[src/rtl/ebus_pkg.sv]
package ebus_pkg;
  // registered control pins of the bus
  typedef struct packed {
    logic ale;
    logic cs_n;
    logic rd_n;
    logic wr_n;
    logic oe;
  } bus_ctl_t;

  localparam bus_ctl_t CTL_IDLE = '{ale: 1'b0, cs_n: 1'b1, rd_n: 1'b1, wr_n: 1'b1, oe: 1'b0};
endpackage

[src/rtl/ebus_bclk_gen.sv]
module ebus_bclk_gen (
  input  logic clk,
  input  logic rst,
  output logic bclk_o
);
  always_ff @(posedge clk) begin
    if (rst) bclk_o <= 1'b0;
    else     bclk_o <= ~bclk_o;
  end

  // bus clock toggles every internal edge
  p_bclk_toggle_r2: assert property (@(posedge clk) disable iff (rst)
    !$past(rst) |-> (bclk_o != $past(bclk_o)));
endmodule

[src/rtl/ebus_half_timer.sv]
module ebus_half_timer #(
  parameter int WAIT_W = 2,
  localparam int PH_W = WAIT_W + 1
) (
  input  logic              clk,
  input  logic              rst,
  input  logic              start,
  input  logic [WAIT_W-1:0] wait_in,
  output logic              busy_q,
  output logic              last_q,
  output logic              busy_n,
  output logic [PH_W-1:0]   ph_n,
  output logic [WAIT_W-1:0] wt_n
);
  logic [PH_W-1:0]   ph_q;
  logic [WAIT_W-1:0] wt_q;
  logic [WAIT_W-1:0] wt_eff;

  assign wt_eff = (wait_in == '0) ? WAIT_W'(1) : wait_in;
  // final half of a cycle has index 2w+1
  assign last_q = busy_q && (ph_q == {wt_q, 1'b1});

  always_comb begin
    busy_n = busy_q;
    ph_n   = ph_q;
    wt_n   = wt_q;
    if (start) begin
      busy_n = 1'b1;
      ph_n   = '0;
      wt_n   = wt_eff;
    end else if (busy_q) begin
      if (last_q) begin
        busy_n = 1'b0;
        ph_n   = '0;
      end else begin
        ph_n = ph_q + 1'b1;
      end
    end
  end

  always_ff @(posedge clk) begin
    if (rst) begin
      busy_q <= 1'b0;
      ph_q   <= '0;
      wt_q   <= WAIT_W'(1);
    end else begin
      busy_q <= busy_n;
      ph_q   <= ph_n;
      wt_q   <= wt_n;
    end
  end

  // no new start while a cycle runs; latched wait is never zero
  p_no_restart_r3: assert property (@(posedge clk) disable iff (rst)
    busy_q |-> !start);
  p_wait_nonzero_r3: assert property (@(posedge clk) disable iff (rst)
    busy_q |-> (wt_q != '0));
endmodule

[src/rtl/ebus_ctl_dec.sv]
module ebus_ctl_dec
  import ebus_pkg::*;
#(
  parameter int WAIT_W = 2,
  localparam int PH_W = WAIT_W + 1
) (
  input  logic              clk,
  input  logic              rst,
  input  logic              busy_n,
  input  logic [PH_W-1:0]   ph_n,
  input  logic [WAIT_W-1:0] wt_n,
  input  logic              is_wr_n,
  output bus_ctl_t          ctl_q
);
  bus_ctl_t ctl_d;
  logic [PH_W-1:0] rd_last;
  logic [PH_W-1:0] wr_last;

  assign rd_last = {wt_n, 1'b1};   // 2w+1
  assign wr_last = {wt_n, 1'b0};   // 2w

  always_comb begin
    ctl_d      = CTL_IDLE;
    ctl_d.cs_n = ~busy_n;
    ctl_d.ale  = busy_n && (ph_n == '0);
    if (busy_n && !is_wr_n && ph_n >= PH_W'(1) && ph_n <= rd_last)
      ctl_d.rd_n = 1'b0;
    if (busy_n && is_wr_n && ph_n >= PH_W'(2) && ph_n <= wr_last)
      ctl_d.wr_n = 1'b0;
    ctl_d.oe   = busy_n && is_wr_n && (ph_n >= PH_W'(1));
  end

  always_ff @(posedge clk) begin
    if (rst) ctl_q <= CTL_IDLE;
    else     ctl_q <= ctl_d;
  end

  // strobe width counters for the checks below
  logic [WAIT_W-1:0] wt_d;
  logic [PH_W:0]     rd_run;
  logic [PH_W:0]     wr_run;
  always_ff @(posedge clk) begin
    if (rst) begin
      wt_d   <= WAIT_W'(1);
      rd_run <= '0;
      wr_run <= '0;
    end else begin
      wt_d   <= wt_n;
      rd_run <= ctl_q.rd_n ? '0 : rd_run + 1'b1;
      wr_run <= ctl_q.wr_n ? '0 : wr_run + 1'b1;
    end
  end

  // read strobe lasts 2w+1 halves
  p_rd_width_r4: assert property (@(posedge clk) disable iff (rst)
    $rose(ctl_q.rd_n) |-> (rd_run == {1'b0, wt_d, 1'b1}));
  // write strobe lasts 2w-1 halves
  p_wr_width_r6: assert property (@(posedge clk) disable iff (rst)
    $rose(ctl_q.wr_n) |-> (wr_run == ({1'b0, wt_d, 1'b0} - 1'b1)));
  // drive ends one half after write strobe rises, together with select
  p_oe_tail_r7: assert property (@(posedge clk) disable iff (rst)
    $fell(ctl_q.oe) |-> ($past(ctl_q.wr_n) && $rose(ctl_q.cs_n)));
  // never drive the bus during a read strobe
  p_no_conflict_r4: assert property (@(posedge clk) disable iff (rst)
    !(ctl_q.oe && !ctl_q.rd_n));
endmodule

[src/rtl/ebus_cycle_seq.sv]
module ebus_cycle_seq
  import ebus_pkg::*;
#(
  parameter int AW     = 24,
  parameter int DW     = 16,
  parameter int WAIT_W = 2
) (
  input  logic              clk,
  input  logic              rst,
  input  logic [WAIT_W-1:0] cfg_wait,
  input  logic              req_valid,
  output logic              req_ready,
  input  logic [AW-1:0]     req_addr,
  input  logic [DW-1:0]     req_wdata,
  input  logic              req_write,
  input  logic              req_hi_en,
  output logic              rsp_valid,
  output logic [DW-1:0]     rsp_rdata,
  output logic              bus_clk,
  output logic [AW-1:0]     bus_addr,
  output logic              bus_hi_n,
  output logic              bus_cs_n,
  output logic              bus_ale,
  output logic              bus_rd_n,
  output logic              bus_wr_n,
  output logic [DW-1:0]     bus_dout,
  output logic              bus_oe,
  input  logic [DW-1:0]     bus_din
);
  localparam int PH_W = WAIT_W + 1;

  logic              start;
  logic              busy_q, last_q, busy_n;
  logic [PH_W-1:0]   ph_n;
  logic [WAIT_W-1:0] wt_n;
  logic              wr_q, wr_n;
  bus_ctl_t          ctl_q;

  ebus_bclk_gen u_bclk (
    .clk    (clk),
    .rst    (rst),
    .bclk_o (bus_clk)
  );

  // accept only while the bus clock is high so half 0 begins on a falling edge
  assign req_ready = !busy_q && bus_clk;
  assign start     = req_valid && req_ready;
  assign wr_n      = start ? req_write : wr_q;

  ebus_half_timer #(.WAIT_W(WAIT_W)) u_timer (
    .clk     (clk),
    .rst     (rst),
    .start   (start),
    .wait_in (cfg_wait),
    .busy_q  (busy_q),
    .last_q  (last_q),
    .busy_n  (busy_n),
    .ph_n    (ph_n),
    .wt_n    (wt_n)
  );

  ebus_ctl_dec #(.WAIT_W(WAIT_W)) u_dec (
    .clk     (clk),
    .rst     (rst),
    .busy_n  (busy_n),
    .ph_n    (ph_n),
    .wt_n    (wt_n),
    .is_wr_n (wr_n),
    .ctl_q   (ctl_q)
  );

  assign bus_ale  = ctl_q.ale;
  assign bus_cs_n = ctl_q.cs_n;
  assign bus_rd_n = ctl_q.rd_n;
  assign bus_wr_n = ctl_q.wr_n;
  assign bus_oe   = ctl_q.oe;

  always_ff @(posedge clk) begin
    if (rst) begin
      wr_q     <= 1'b0;
      bus_addr <= '0;
      bus_hi_n <= 1'b1;
      bus_dout <= '0;
    end else if (start) begin
      wr_q     <= req_write;
      bus_addr <= req_addr;
      bus_hi_n <= ~req_hi_en;
      bus_dout <= req_wdata;
    end
  end

  // capture on the edge where the read strobe is released
  always_ff @(posedge clk) begin
    if (rst) begin
      rsp_valid <= 1'b0;
      rsp_rdata <= '0;
    end else begin
      rsp_valid <= last_q && !wr_q;
      if (last_q && !wr_q) rsp_rdata <= bus_din;
    end
  end

  // ready only when the bus is deselected
  p_ready_idle_r8: assert property (@(posedge clk) disable iff (rst)
    req_ready |-> bus_cs_n);
  // ALE only in a selected half with the bus clock low
  p_ale_align_r2: assert property (@(posedge clk) disable iff (rst)
    bus_ale |-> (!bus_cs_n && !bus_clk));
  // response follows the read strobe release
  p_rsp_after_rd_r5: assert property (@(posedge clk) disable iff (rst)
    rsp_valid |-> ($rose(bus_rd_n) && $past(bus_wr_n)));
  // address holds while selected
  p_addr_stable_r9: assert property (@(posedge clk) disable iff (rst)
    (!bus_cs_n && !bus_ale) |-> ($stable(bus_addr) && $stable(bus_hi_n)));
endmodule

[config.mk]
export PLATFORM = sky130hd
export DESIGN_NAME = ebus_cycle_seq
export DESIGN_NICKNAME = d
export VERILOG_FILES = /design/src/rtl/ebus_pkg.sv /design/src/rtl/ebus_bclk_gen.sv /design/src/rtl/ebus_half_timer.sv /design/src/rtl/ebus_ctl_dec.sv /design/src/rtl/ebus_cycle_seq.sv
export SDC_FILE = /design/constraint.sdc
export NUM_CORES = 1
export LEC_CHECK = 0
export BUFFER_PORTS_ARGS = -buffer_cell sky130_fd_sc_hd__buf_2
export CORE_UTILIZATION = 46
export CTS_CLUSTER_DIAMETER = 50
export DETAILED_ROUTE_END_ITERATION = 8
export GPL_TIMING_DRIVEN = 0
export MAX_ROUTING_LAYER = met4
export PLACE_DENSITY_LB_ADDON = 0.3
export REMOVE_ABC_BUFFERS = 1
export SKIP_CTS_REPAIR_TIMING = 1
export SYNTH_ARGS = -nofsm -noshare
export SYNTH_HDL_FRONTEND = slang
export SYNTH_HIERARCHICAL = 1
export SYNTH_SLANG_ARGS = --single-unit
[constraint.sdc]
create_clock -name clk -period 3.3 [get_ports clk]
set_input_delay 0.165 -clock clk [delete_from_list [all_inputs] [get_ports clk]]
set_output_delay 0.165 -clock clk [all_outputs]
set_load 0.02 [all_outputs]
==> results of run 1 <==
-- registers in the layout, summed over array words and instances, names as in the netlist --
register / cells
bus_addr: 24
bus_hi_n: 1
u_timer/ph_q: 3
u_timer/wt_q: 2
rsp_valid: 1
bus_dout: 16
u_bclk/bclk_o: 1
rsp_rdata: 16
u_dec/ctl_q: 5
u_timer/busy_q: 1
wr_q: 1
-- metal layers --
metal	up-vias	global-route usage	share of wire
li1	1278	-	-
met1	1096	0.214	0.44
met2	64	0.368	0.50
met3	8	0.0326	0.041
met4	0	0.113	0.019
met5	-	-	0
-- final timing paths --
path / end / slack, ps / cells after the start
worst max-delay path: u_dec/ctl_q[2] / 240 / 7
worst min register to register: bus_dout[0] / 450 / 2
worst min-delay path: bus_hi_n / 20 / 2
worst max register to register: u_dec/ctl_q[2] / 240 / 7
-- through the flow --
step                total power [mW]  hold slack (ps)  TNS (ps)  utilization  instances
finish                          1.73             15.7         0        0.627        515
global route                    1.81             9.44         0        0.627        515
CTS                             1.76            -3.12     -15.9        0.626        515
detailed placement              1.10              360     -4.27        0.591        499
global placement                1.10              356         0        0.591        499
floorplan                       1.01              230         0            -        300
-- power groups by stage --
stage          registers [mW]  clock network, mW  logic (mW)
6_report                0.900              0.654       0.180
5_1_grt                 0.904              0.709       0.198
4_1_cts                 0.900              0.676       0.182
3_5_place_dp            0.920                  0       0.181
3_3_place_gp            0.918                  0       0.178
2_1_floorplan           0.949                  0      0.0630
-- cell usage in the layout, fill, tap and decap left out, types with 2 or more instances in the layout --
cell | synthesis | final
buf_2 | 10 | 127
nand2_1 | 115 | 115
dfxtp_1 | 71 | 71
a21oi_1 | 59 | 59
clkbuf_8 | 0 | 13
inv_1 | 9 | 9
nor2b_1 | 4 | 4
nor3_1 | 4 | 4
nor2_1 | 4 | 4
ha_1 | 4 | 4
a31oi_1 | 3 | 3
nor4_1 | 3 | 3
nand2b_1 | 2 | 2
-- cells by family (layout without fill, tap and decap cells) --
logic type / after synthesis / count (layout) / share of synthesized area
muxes: 2 / 2 / 0.00987
AOI/OAI and AO/OA: 69 / 69 / 0.142
buffers and inverters: 31 / 153 / 0.0569
xor gates and xnor gates: 3 / 3 / 0.0127
and+or+nand+nor: 141 / 141 / 0.226
DFF: 71 / 71 / 0.534
adders and majority gates: 4 / 4 / 0.0188
-- cell type report --
class,instances,share of cell area
Tap cell,72,0.0259
Clock buffer,14,0.0526
Multi-Input combinational cell,219,0.314
Timing Repair Buffer,127,0.183
Sequential cell,71,0.409
Inverter,10,0.0115
Clock inverter,2,0.00360
-- cell usage after synthesis, drive strengths merged, types with 2 or more instances --
cell type,count,area [um2]
inv,10,37.5
nor2,4,15.0
a21oi,60,304
clkbuf,5,18.8
ha,4,50.1
nand2,115,432
nand2b,2,12.5
dfxtp,71,1420
buf,16,95.1
nor2b,4,25.0
nor3,4,20.0
xor2,2,25.0
a31oi,3,18.8
mux2,2,26.3
nor4,4,31.3
==> flow_summary.yaml, run 1 <==
run_status:
  status: "complete, no violations"
grt:
  grt_max_degree: 68
  antenna_found_initial: 0
  grt_pass1_vias: 2280
  grt_pass1_wl_um: 9640
  track_usage: 0.205
  grt_overflow_total: 0
worst_hold_path:
  worstHoldPathType: "input pin to flop"
  hp-start: "req_hi_en"
die:
  rows: 27
  ioPinCount: 128
  core-area_um2: 5540
  initial_core_util: 0.481
  die_area_um2: 6100
  die_y_um: 78.1
  die-width_um: 78.1
sta:
  hold_viol: 0
  rsz0062_at_grt: "no"
  layout_setup_ws_ps: 245
  fmax_ghz: 0.327
  setup_viol: 0
  slew_headroom: 0.231
  tightest_slew_ps: 1150
  fin_crit_ps: 3060
  skew_ps: 10.1
  finalCritPeriodShare: 0.926
  slew_violations: 0
synth:
  synth_seq_cells: 71
  synth_edf_count: 0
  async_flop_share: 0
  syn_area_um2: 2660
  ys_warn_count: 6
  synth_cells: 321
  synth_flop_cell: "dfxtp_1"
  synth_cell_types: 36
  syn_avg_cell_area_um2: 8.29
  yosysSeqAreaShare: 0.534
power:
  seq_power_share: 0.519
  p_per_area_nw_per_um2: 500
  p_comb_frac: 0.104
  p_int_mw: 1.31
  p_sw_frac: 0.245
  switchingPower_mw: 0.425
  p_leak_nw: 1.59
  peakVddDrop_uv: 303
  power.share.clock: 0.377
layout:
  seqCellArea_um2: 1420
  multiInputGateArea_um2: 1090
  diodes: 0
  layout.nets: 505
  layout-drive-gt1-share: 0.343
  syn2layout_area_growth_pct: 30.4
  stdcell_area_um2: 3470
  fill_cells: 529
placed_design:
  detailedPlace.worstSlack_ps: -4.27
  gp_congestion: 0.716
  placed_cell_area_um2: 3270
  portBuffers: 127
  dp_hpwl_um: 4010
drt:
  drt_iter0_drc: 103
  route.detailed.drc: 0
  wirelength_um: 5910
  first_pass_iters: 4
  via_per_inst: 4.75
  routedWlPerCell_um: 11.5
  vias: 2446
  antenna_left: 0
clock_tree:
  clk_latency_ps: 330
  htree_num_levels: 3
  cts.sinks: 71
  cts_buffers: 9
  cts_tree: "done"
  clk_pin_slew_worst_paths_ps: 70
  clockRootBuffer: "clkbuf_8"
  cts_max_path_buffers: 2
setup_path:
  critical_path_required_ps: 3500
  reg2reg_from: "u_timer/busy_q"
  critPathSlowestCell: "nor4_2"
  max_stage_delay_ps: 550
  path_max_fanout: 53
  crit_buf_inv: 1
  cp-start-kind: "flop"
  cp.arrival_ps: 3260
  startpoint: "u_timer/busy_q"
  path_cells: "nand3b_4 -> inv_4 -> nor4_2 -> ha_1 -> a21oi_2 -> a31oi_1 -> or4_1"
  end_kind: "flop"
  cp_top_family: "simple AND/OR/NAND/NOR gates"
  critPathKind: "flop to flop"
job:
  max_cap_violations: 0
(Power assumes the default switching activity.)
==> run 2, diff against run 1 <==
- HOLD_SLACK_MARGIN: not set -> 0.06
==> run 2 against run 1 <==
Non-clock buffer count increased by 5; clock power about the same; register-to-register slack about the same; die area unchanged.
==> flow_summary.yaml, run 2 (synthesis results as in run 1) <==
layout:
  regMostFlops: "bus_addr"
  largest_reg_flops: 24
  layout.nets: 510
  mostFrequentLayoutCell: "buf_2"
  layout-drive-gt1-share: 0.339
  syn2layout_area_growth_pct: 32.3
  fin_cells: 520
  reg_top3: "bus_addr: 24 flops, bus_dout: 16 flops, rsp_rdata: 16 flops"
  diodes: 0
  layout_common_cells: "127 x buf_2, 115 x nand2_1, 71 x dfxtp_1, 59 x a21oi_1, 13 x clkbuf_8"
  stdcell_area_um2: 3520
setup_path:
  reg2reg_from: "u_timer/busy_q"
  cp-start-kind: "flop"
  max_stage_delay_ps: 550
  critical_path_required_ps: 3500
  r2r_end: "u_dec/ctl_q[2]"
  cp.arrival_ps: 3260
  ff2ff_path_depth: 7
  r2r_slack_ps: 240
  path_cells: "nand3b_4 -> inv_4 -> nor4_2 -> ha_1 -> a21oi_2 -> a31oi_1 -> or4_1"
  path_max_fanout: 53
  end_kind: "flop"
  critPathSlowestCell: "nor4_2"
  critPathKind: "flop to flop"
drt:
  drt_iter0_drc: 107
  first_pass_iters: 4
  wirelength_um: 5980
  route.detailed.drc: 0
  via_per_inst: 4.77
  antenna_left: 0
  vias: 2478
  routedWlPerCell_um: 11.5
grt:
  track_usage: 0.205
  antenna_found_initial: 0
  grt_max_degree: 68
  grt_pass1_vias: 2280
  grt_overflow_total: 0
  grt_pass1_wl_um: 9640
clock_tree:
  clk_latency_ps: 330
  cts_buffers: 9
  cts.sinks: 71
  htree_num_levels: 3
  clockRootBuffer: "clkbuf_8"
  clk_pin_slew_worst_paths_ps: 80
  cts_tree: "done"
  cts_max_path_buffers: 2
die:
  rows: 27
  core-area_um2: 5540
  ioPinCount: 128
  initial_core_util: 0.481
  die_y_um: 78.1
  die_area_um2: 6100
  die-width_um: 78.1
sta:
  rsz0062_at_grt: "no"
  hold_viol: 0
  hold-worst-slack_ps: 63.8
  slew_headroom: 0.233
  tightest_slew_ps: 1150
  setup_tns_ps: 0
  fmax_ghz: 0.327
  slew_violations: 0
  fin_crit_ps: 3060
  setup_viol: 0
  finalCritPeriodShare: 0.928
  skew_ps: 9.21
run_status:
  status: "complete, no violations"
placed_design:
  dp_hpwl_um: 4010
  dpl.cell_count: 499
  gp_congestion: 0.716
  placed_cell_area_um2: 3270
  portBuffers: 127
power:
  p_per_area_nw_per_um2: 494
  peakVddDrop_uv: 303
  p_leak_nw: 1.61
job:
  max_cap_violations: 0
worst_hold_path:
  min_to: "bus_addr[8]"
  worstHoldPathType: "input pin to flop"
  hp-start: "req_addr[8]"
  whs_path_depth: 3
-- run 2: changes by cell type in the layout (fill, tap and decap cells not counted), sizes merged --
cell / previous run / this run
dlygate4sd3: 0 / 5
-- run 2: area by class of cell --
cell class	instances	area [um2]
tap	72	90.1
clock buffer	14	183
sequential	71	1420
multi-input combinational	219	1090
fill	522	2020
timing repair buffer	132	686
inverter	10	40.0
clock inverter	2	12.5
-- run 2: how the worst max path moves through the flow --
stage,cells after the start,startpoint,to
after floorplan,8,u_bclk/bclk_o,u_dec/ctl_q[2]
after global placement,8,u_timer/busy_q,u_dec/ctl_q[2]
after detailed placement,8,u_timer/busy_q,u_dec/ctl_q[2]
after CTS,8,u_timer/busy_q,u_dec/ctl_q[2]
after global routing,7,u_timer/busy_q,u_dec/ctl_q[2]
final,7,u_timer/busy_q,u_dec/ctl_q[2]
-- run 2: routing by layer --
layer | wire (um) | up-vias | global-route usage
li1 | - | 1288 | -
met4 | 112 | 0 | 0.113
met1 | 2620 | 1116 | 0.214
met5 | 0 | - | -
met3 | 240 | 8 | 0.0326
met2 | 3010 | 66 | 0.368
-- run 2: power breakdown --
| part | internal [mW] | switching (mW) | total (mW) |
|---|---|---|---|
| registers | 0.884 | 0.0157 | 0.900 |
| logic | 0.0739 | 0.111 | 0.185 |
| clock network | 0.355 | 0.300 | 0.655 |
-- run 2: through the flow --
| stage | utilization | setup WS, ps | total power [mW] |
|---|---|---|---|
| after detailed placement | 0.591 | -4.27 | 1.10 |
| after floorplan | - | 448 | 1.01 |
| after CTS | 0.626 | -15.9 | 1.76 |
| final | 0.636 | 239 | 1.74 |
| after global routing | 0.636 | 34.2 | 1.82 |
| after global placement | 0.591 | 6.85 | 1.10 |
-- run 2: critical path: cells and delay by family (launching register included) --
| kind | cells | cell delay, ps |
|---|---|---|
| and+or+nand+nor | 3 | 1560 |
| DFF | 1 | 510 |
| adders and majority gates | 1 | 360 |
| buffers and inverters | 1 | 330 |
| AOI/OAI and AO/OA | 2 | 180 |
